==> config.mk <==
export PLATFORM = sky130hd
export DESIGN_NAME = chargen_loader
export DESIGN_NICKNAME = d
export VERILOG_FILES = /design/src/rtl/chargen_pkg.sv /design/src/rtl/chargen_decode.sv /design/src/rtl/chargen_regs.sv /design/src/rtl/chargen_commit.sv /design/src/rtl/chargen_loader.sv
export SDC_FILE = /design/constraint.sdc
export NUM_CORES = 1
export LEC_CHECK = 0
export CAP_MARGIN = 10
export CORE_ASPECT_RATIO = 0.9
export CORE_MARGIN = 2
export CORE_UTILIZATION = 43
export CTS_BUF_LIST = sky130_fd_sc_hd__clkbuf_2 sky130_fd_sc_hd__clkbuf_4 sky130_fd_sc_hd__clkbuf_8
export CTS_CLUSTER_SIZE = 16
export DETAILED_ROUTE_END_ITERATION = 8
export PLACE_DENSITY = 0.82
export SLEW_MARGIN = 0
export SYNTH_ARGS = -nofsm -noshare
export SYNTH_HDL_FRONTEND = slang
export SYNTH_SLANG_ARGS = --single-unit
==> constraint.sdc <==
create_clock -name clk -period 1.7 [get_ports clk]
set_input_delay 0.17 -clock clk [delete_from_list [all_inputs] [get_ports clk]]
set_output_delay 0.17 -clock clk [all_outputs]
set_load 0.02 [all_outputs]
==> src/rtl/chargen_pkg.sv <==
package chargen_pkg;

  // Register selected by a processor bus cycle
  typedef enum logic [1:0] {
    SEL_NONE = 2'd0,
    SEL_DATA = 2'd1,
    SEL_ADDR = 2'd2,
    SEL_CTRL = 2'd3
  } reg_sel_e;

  // Control byte field positions (the display path decodes the same byte)
  localparam int CTL_HI_LSB   = 0;  // offset bits 9:8
  localparam int CTL_HI_W     = 2;
  localparam int CTL_BANK_BIT = 2;  // upper bank select (two-bank variant)
  localparam int CTL_ARM_BIT  = 4;  // rising edge commits
  localparam int CTL_COPY_BIT = 5;  // source byte from font ROM

  // Register offsets from the window base
  localparam int OFS_DATA = 0;
  localparam int OFS_ADDR = 1;
  localparam int OFS_CTRL = 2;

endpackage

==> src/rtl/chargen_decode.sv <==
module chargen_decode
  import chargen_pkg::*;
#(
  parameter int              ADDR_W    = 16,
  parameter logic [15:0]     BASE_ADDR = 16'hE010
) (
  input  logic              wr,
  input  logic [ADDR_W-1:0] addr,
  output reg_sel_e          sel
);

  localparam logic [ADDR_W-1:0] A_DATA = ADDR_W'(BASE_ADDR + OFS_DATA);
  localparam logic [ADDR_W-1:0] A_ADDR = ADDR_W'(BASE_ADDR + OFS_ADDR);
  localparam logic [ADDR_W-1:0] A_CTRL = ADDR_W'(BASE_ADDR + OFS_CTRL);

  always_comb begin
    sel = SEL_NONE;
    if (wr) begin
      if (addr == A_DATA)      sel = SEL_DATA;
      else if (addr == A_ADDR) sel = SEL_ADDR;
      else if (addr == A_CTRL) sel = SEL_CTRL;
    end
  end

endmodule

==> src/rtl/chargen_regs.sv <==
module chargen_regs
  import chargen_pkg::*;
#(
  parameter int DATA_W = 8
) (
  input  logic              clk,
  input  logic              rst_n,
  input  reg_sel_e          sel,
  input  logic [DATA_W-1:0] wdata,
  output logic [DATA_W-1:0] data_q,
  output logic [DATA_W-1:0] addr_q,
  output logic [DATA_W-1:0] ctrl_q,
  output logic              arm
);

  localparam logic [DATA_W-1:0] CTRL_RST = '1;

  // Commit request: this control write takes the arm bit from 0 to 1
  assign arm = (sel == SEL_CTRL) && wdata[CTL_ARM_BIT] && !ctrl_q[CTL_ARM_BIT];

  always_ff @(posedge clk or negedge rst_n) begin
    if (!rst_n) begin
      data_q <= '0;
      addr_q <= '0;
      ctrl_q <= CTRL_RST;
    end else begin
      unique case (sel)
        SEL_DATA: data_q <= wdata;
        SEL_ADDR: addr_q <= wdata;
        SEL_CTRL: ctrl_q <= wdata;
        default:  ;
      endcase
    end
  end

endmodule

==> src/rtl/chargen_commit.sv <==
module chargen_commit
  import chargen_pkg::*;
#(
  parameter int DATA_W    = 8,
  parameter int TWO_BANKS = 1,
  parameter int OFS_W     = DATA_W + CTL_HI_W,
  parameter int FONT_AW   = OFS_W + 1,
  parameter int CRAM_AW   = OFS_W + 1 + TWO_BANKS
) (
  input  logic               clk,
  input  logic               rst_n,
  input  logic               arm,
  input  logic [DATA_W-1:0]  ctrl_new,
  input  logic [DATA_W-1:0]  addr_q,
  input  logic [DATA_W-1:0]  data_q,
  output logic [FONT_AW-1:0] font_addr,
  input  logic [DATA_W-1:0]  font_rdata,
  output logic [CRAM_AW-1:0] cram_addr,
  output logic [DATA_W-1:0]  cram_wdata,
  output logic               cram_we
);

  logic [OFS_W-1:0]   offset;
  logic [CRAM_AW-1:0] target;
  logic               pend_copy;

  assign offset    = {ctrl_new[CTL_HI_LSB +: CTL_HI_W], addr_q};
  // The font source always sits in the upper half of the ROM
  assign font_addr = {1'b1, offset};

  generate
    if (TWO_BANKS != 0) begin : g_two_bank
      assign target = {ctrl_new[CTL_BANK_BIT], 1'b1, offset};
    end else begin : g_one_bank
      assign target = {1'b1, offset};
    end
  endgenerate

  // One stage: waits for the synchronous font ROM byte
  always_ff @(posedge clk or negedge rst_n) begin
    if (!rst_n) begin
      cram_we   <= 1'b0;
      cram_addr <= '0;
      pend_copy <= 1'b0;
    end else begin
      cram_we <= arm;
      if (arm) begin
        cram_addr <= target;
        pend_copy <= ctrl_new[CTL_COPY_BIT];
      end
    end
  end

  // The data register cannot change in the cycle after a control write
  assign cram_wdata = pend_copy ? font_rdata : data_q;

endmodule

==> src/rtl/chargen_loader.sv <==
module chargen_loader
  import chargen_pkg::*;
#(
  parameter int          ADDR_W    = 16,
  parameter int          DATA_W    = 8,
  parameter int          TWO_BANKS = 1,
  parameter logic [15:0] BASE_ADDR = 16'hE010,
  parameter int          OFS_W     = DATA_W + CTL_HI_W,
  parameter int          FONT_AW   = OFS_W + 1,
  parameter int          CRAM_AW   = OFS_W + 1 + TWO_BANKS
) (
  input  logic               clk,
  input  logic               rst_n,
  input  logic               cpu_wr,
  input  logic [ADDR_W-1:0]  cpu_addr,
  input  logic [DATA_W-1:0]  cpu_wdata,
  output logic [FONT_AW-1:0] font_addr,
  input  logic [DATA_W-1:0]  font_rdata,
  output logic [CRAM_AW-1:0] cram_addr,
  output logic [DATA_W-1:0]  cram_wdata,
  output logic               cram_we,
  output logic [DATA_W-1:0]  ctrl_q
);

  reg_sel_e          sel;
  logic [DATA_W-1:0] data_q;
  logic [DATA_W-1:0] addr_q;
  logic              arm;

  chargen_decode #(
    .ADDR_W    (ADDR_W),
    .BASE_ADDR (BASE_ADDR)
  ) u_decode (
    .wr   (cpu_wr),
    .addr (cpu_addr),
    .sel  (sel)
  );

  chargen_regs #(
    .DATA_W (DATA_W)
  ) u_regs (
    .clk    (clk),
    .rst_n  (rst_n),
    .sel    (sel),
    .wdata  (cpu_wdata),
    .data_q (data_q),
    .addr_q (addr_q),
    .ctrl_q (ctrl_q),
    .arm    (arm)
  );

  chargen_commit #(
    .DATA_W    (DATA_W),
    .TWO_BANKS (TWO_BANKS),
    .OFS_W     (OFS_W),
    .FONT_AW   (FONT_AW),
    .CRAM_AW   (CRAM_AW)
  ) u_commit (
    .clk        (clk),
    .rst_n      (rst_n),
    .arm        (arm),
    .ctrl_new   (cpu_wdata),
    .addr_q     (addr_q),
    .data_q     (data_q),
    .font_addr  (font_addr),
    .font_rdata (font_rdata),
    .cram_addr  (cram_addr),
    .cram_wdata (cram_wdata),
    .cram_we    (cram_we)
  );

endmodule

==> flow_metrics.env <==
export IMPL_totalWireLength_um=4220
export IMPL_final_util=0.740
export IMPL_cp_max_fo=4
export IMPL_synth_nets=137
export IMPL_dpl_cell_count=227
export IMPL_cts_path_max_buffers=2
export IMPL_nNetsFinal=232
export IMPL_final_cell_count_no_fill=244
export IMPL_cts_htree_levels=2
export IMPL_vias_per_cell=4.95
export IMPL_grt_pass1_vias=1397
export IMPL_power_frac_clock=0.382
export IMPL_num_fill_cells=242
export IMPL_synth_avg_cell_area_um2=16.3
export IMPL_p_seq_frac=0.536
export IMPL_start_util=0.448
export IMPL_ys_warn_count=0
export IMPL_cp_end_kind="output pin"
export IMPL_swShare=0.214
export IMPL_std_cell_rows=21
export IMPL_grt_pass1_wl_um=7010
export IMPL_cts_sinks=38
export IMPL_fin_crit_sh=0.974
export IMPL_fin_worst_skew_ns=0.00862
export IMPL_postSynthCellCount=102
export IMPL_layout_common_cells="clkdlybuf4s50_1 (49), mux2_2 (33), dfrtp_1 (29), dlygate4sd2_1 (21), buf_4 (11)"
export IMPL_die_width_um=69.5
export IMPL_internal_power_mw=1.33
export IMPL_io_buffers=73
export IMPL_clk_pin_slew_ns=0.07
export IMPL_final_common_cell="clkdlybuf4s50_1"
export IMPL_clkLatencyLatePin_ns=0.29
export IMPL_drtIter0Drc=11
export IMPL_drive_gt1_frac=0.449
export IMPL_hold_viol_final=0
export IMPL_cp_arrival_ns=1.49
export IMPL_post_place_ws_ns=-0.410
export IMPL_combPwrFrac=0.082
export IMPL_drc=0
export IMPL_holdCritPathClass="in -> reg"
export IMPL_gp_congestion=0.807
export IMPL_maxCapViolations=0
export IMPL_critical_path_slowest_cell="dfrtp_2"
export IMPL_antenna_found_initial=0
export IMPL_gr_total_overflow=0
export IMPL_diodes=0
export IMPL_cp_start_kind="flip-flop"
export IMPL_dieArea_um2=4380
export IMPL_ir_worst_vdd_mv=0.413
export IMPL_p_sw_uw=361
export IMPL_setup_violations=0
export IMPL_cpPeakStageDelay_ns=0.37
export IMPL_io_pins=75
export IMPL_power_density_nw_per_um2=616
export IMPL_status="finished clean"
export IMPL_p_leak_nw=1.31
export IMPL_clk_root_buffer_cell="clkbuf_8"
export IMPL_core_area_um2=3700
export IMPL_wl_per_cell_um=17.3
export IMPL_numCtsBuffers=5
export IMPL_die_h_um=63.0
export IMPL_critPathRequiredTime_ns=1.53
export IMPL_first_pass_iters=3
export IMPL_fin_crit_ns=1.66
export IMPL_ys_seq_area_frac=0.578
export IMPL_vias=1207
export IMPL_grt_max_degree=39
export IMPL_fin_ws_ns=0.0438
export IMPL_ys_ff_latch=38
export IMPL_cts_tree="done"
export IMPL_synth_distinct_cells=19
export IMPL_place_hpwl_um=2870
export IMPL_rsz0062_at_grt="no"
export IMPL_finalPower_mw=1.69
export IMPL_area_delta_synth_final_pct=64.9
export IMPL_drtAntennaViolNets=0
export IMPL_report_final_slew_viol_count=0
export IMPL_synth_area_um2=1660
export IMPL_track_usage=0.210
export IMPL_worstSetupPathType="reg -> out"
export IMPL_path_cells="buf_2 -> mux2_2 -> dlygate4sd2_1"
export IMPL_fmax_mhz=604
-- stage by stage --
step                hold slack [ns]  instance area (µm²)  TNS, ns
global route                  0.305                 2740        0
floorplan                    -0.126                 1660        0
finish                        0.290                 2740        0
CTS                           0.279                 2720        0
global placement              0.233                 2520   -11.58
detailed placement            0.240                 2520   -13.24
-- what timing repair did --
action | 4_1_cts | 5_1_grt
resized for setup | 42 | 4
pin swaps | 7 | 4
hold buffers | 1 | 0
hold endpoints to repair | 30 | 0
gates cloned | 1 | 0
setup buffers | 6 | 1
endpoints found under the setup margin | 43 | 16
-- synth_stat cells --
cell,count,area (µm²)
buf_4,4,30.0
clkbuf_1,1,3.75
conb_1,1,3.75
dfrtp_1,30,751
dfstp_2,8,210
mux2_1,1,11.3
mux2_2,43,484
nand2_1,1,3.75
nand3b_1,1,7.51
nand4b_1,1,8.76
nand4bb_1,1,11.3
nand4bb_4,1,27.5
nor3_1,1,5.00
nor3_2,1,10.0
nor3_4,1,16.3
nor3b_4,2,37.5
nor4_1,2,12.5
nor4_4,1,21.3
or2_2,1,6.26
-- state kept, by name, summed over array words and instances (netlist names) --
name and flops:
u_commit.cram_addr 12, u_regs.addr_q 8, u_regs.ctrl_q 8, u_regs.data_q 8, u_commit.cram_we 1, u_commit.pend_copy 1
-- worst paths after layout --
kind	startpoint	end	slack (ns)	cells after the start
setup / recovery	u_commit.pend_copy	cram_wdata[1]	0.04	3
hold / removal	cpu_addr[5]	u_commit.cram_we	0.29	3
setup reg to reg	u_regs.ctrl_q[4]	u_commit.pend_copy	0.27	4
hold reg to reg	u_commit.cram_addr[10]	u_commit.cram_addr[10]	0.48	1
max in group asynchronous	rst_n	u_regs.ctrl_q[1]	0.89	3
min in group asynchronous	rst_n	u_regs.addr_q[3]	0.45	3
-- power by group through the flow --
stage	sequential (mW)	combinational (mW)	clock, mW
floorplan	0.922	0.0213	0
global route	0.905	0.149	0.708
CTS	0.905	0.138	0.665
finish	0.905	0.138	0.645
detailed placement	0.922	0.141	0
global placement	0.922	0.138	0
-- per-layer routing --
metal  vias to the layer above  track usage  routed length (µm)
met4                         0       0.0809                  43
met2                        57        0.355                2070
met3                         5       0.0645                 326
li1                        557            -                   -
met5                         -            0                   0
met1                       588        0.252                1770
-- cells by family after synthesis --
group                  Yosys count  synth area share
other                            1           0.00226
buffers and inverters            5            0.0203
and+or+nand+nor                 14             0.101
muxes                           44             0.298
DFF                             38             0.578
-- area by class of cell --
type	count	area (µm²)	area share
clock buffers	7	90.1	0.0329
clock inverters	1	5.00	0.00183
multi-input cells	59	732	0.267
flip-flops and latches	38	962	0.351
well taps	46	57.6	0.0210
repair buffers	93	893	0.326
-- worst max-delay path: cells and delay by family, from the launching register on --
family	cells	cell delay [ns]
buffers and inverters	2	0.49
flip-flops	1	0.37
multiplexers	1	0.34
No activity file was read; power rests on OpenSTA's default activity.
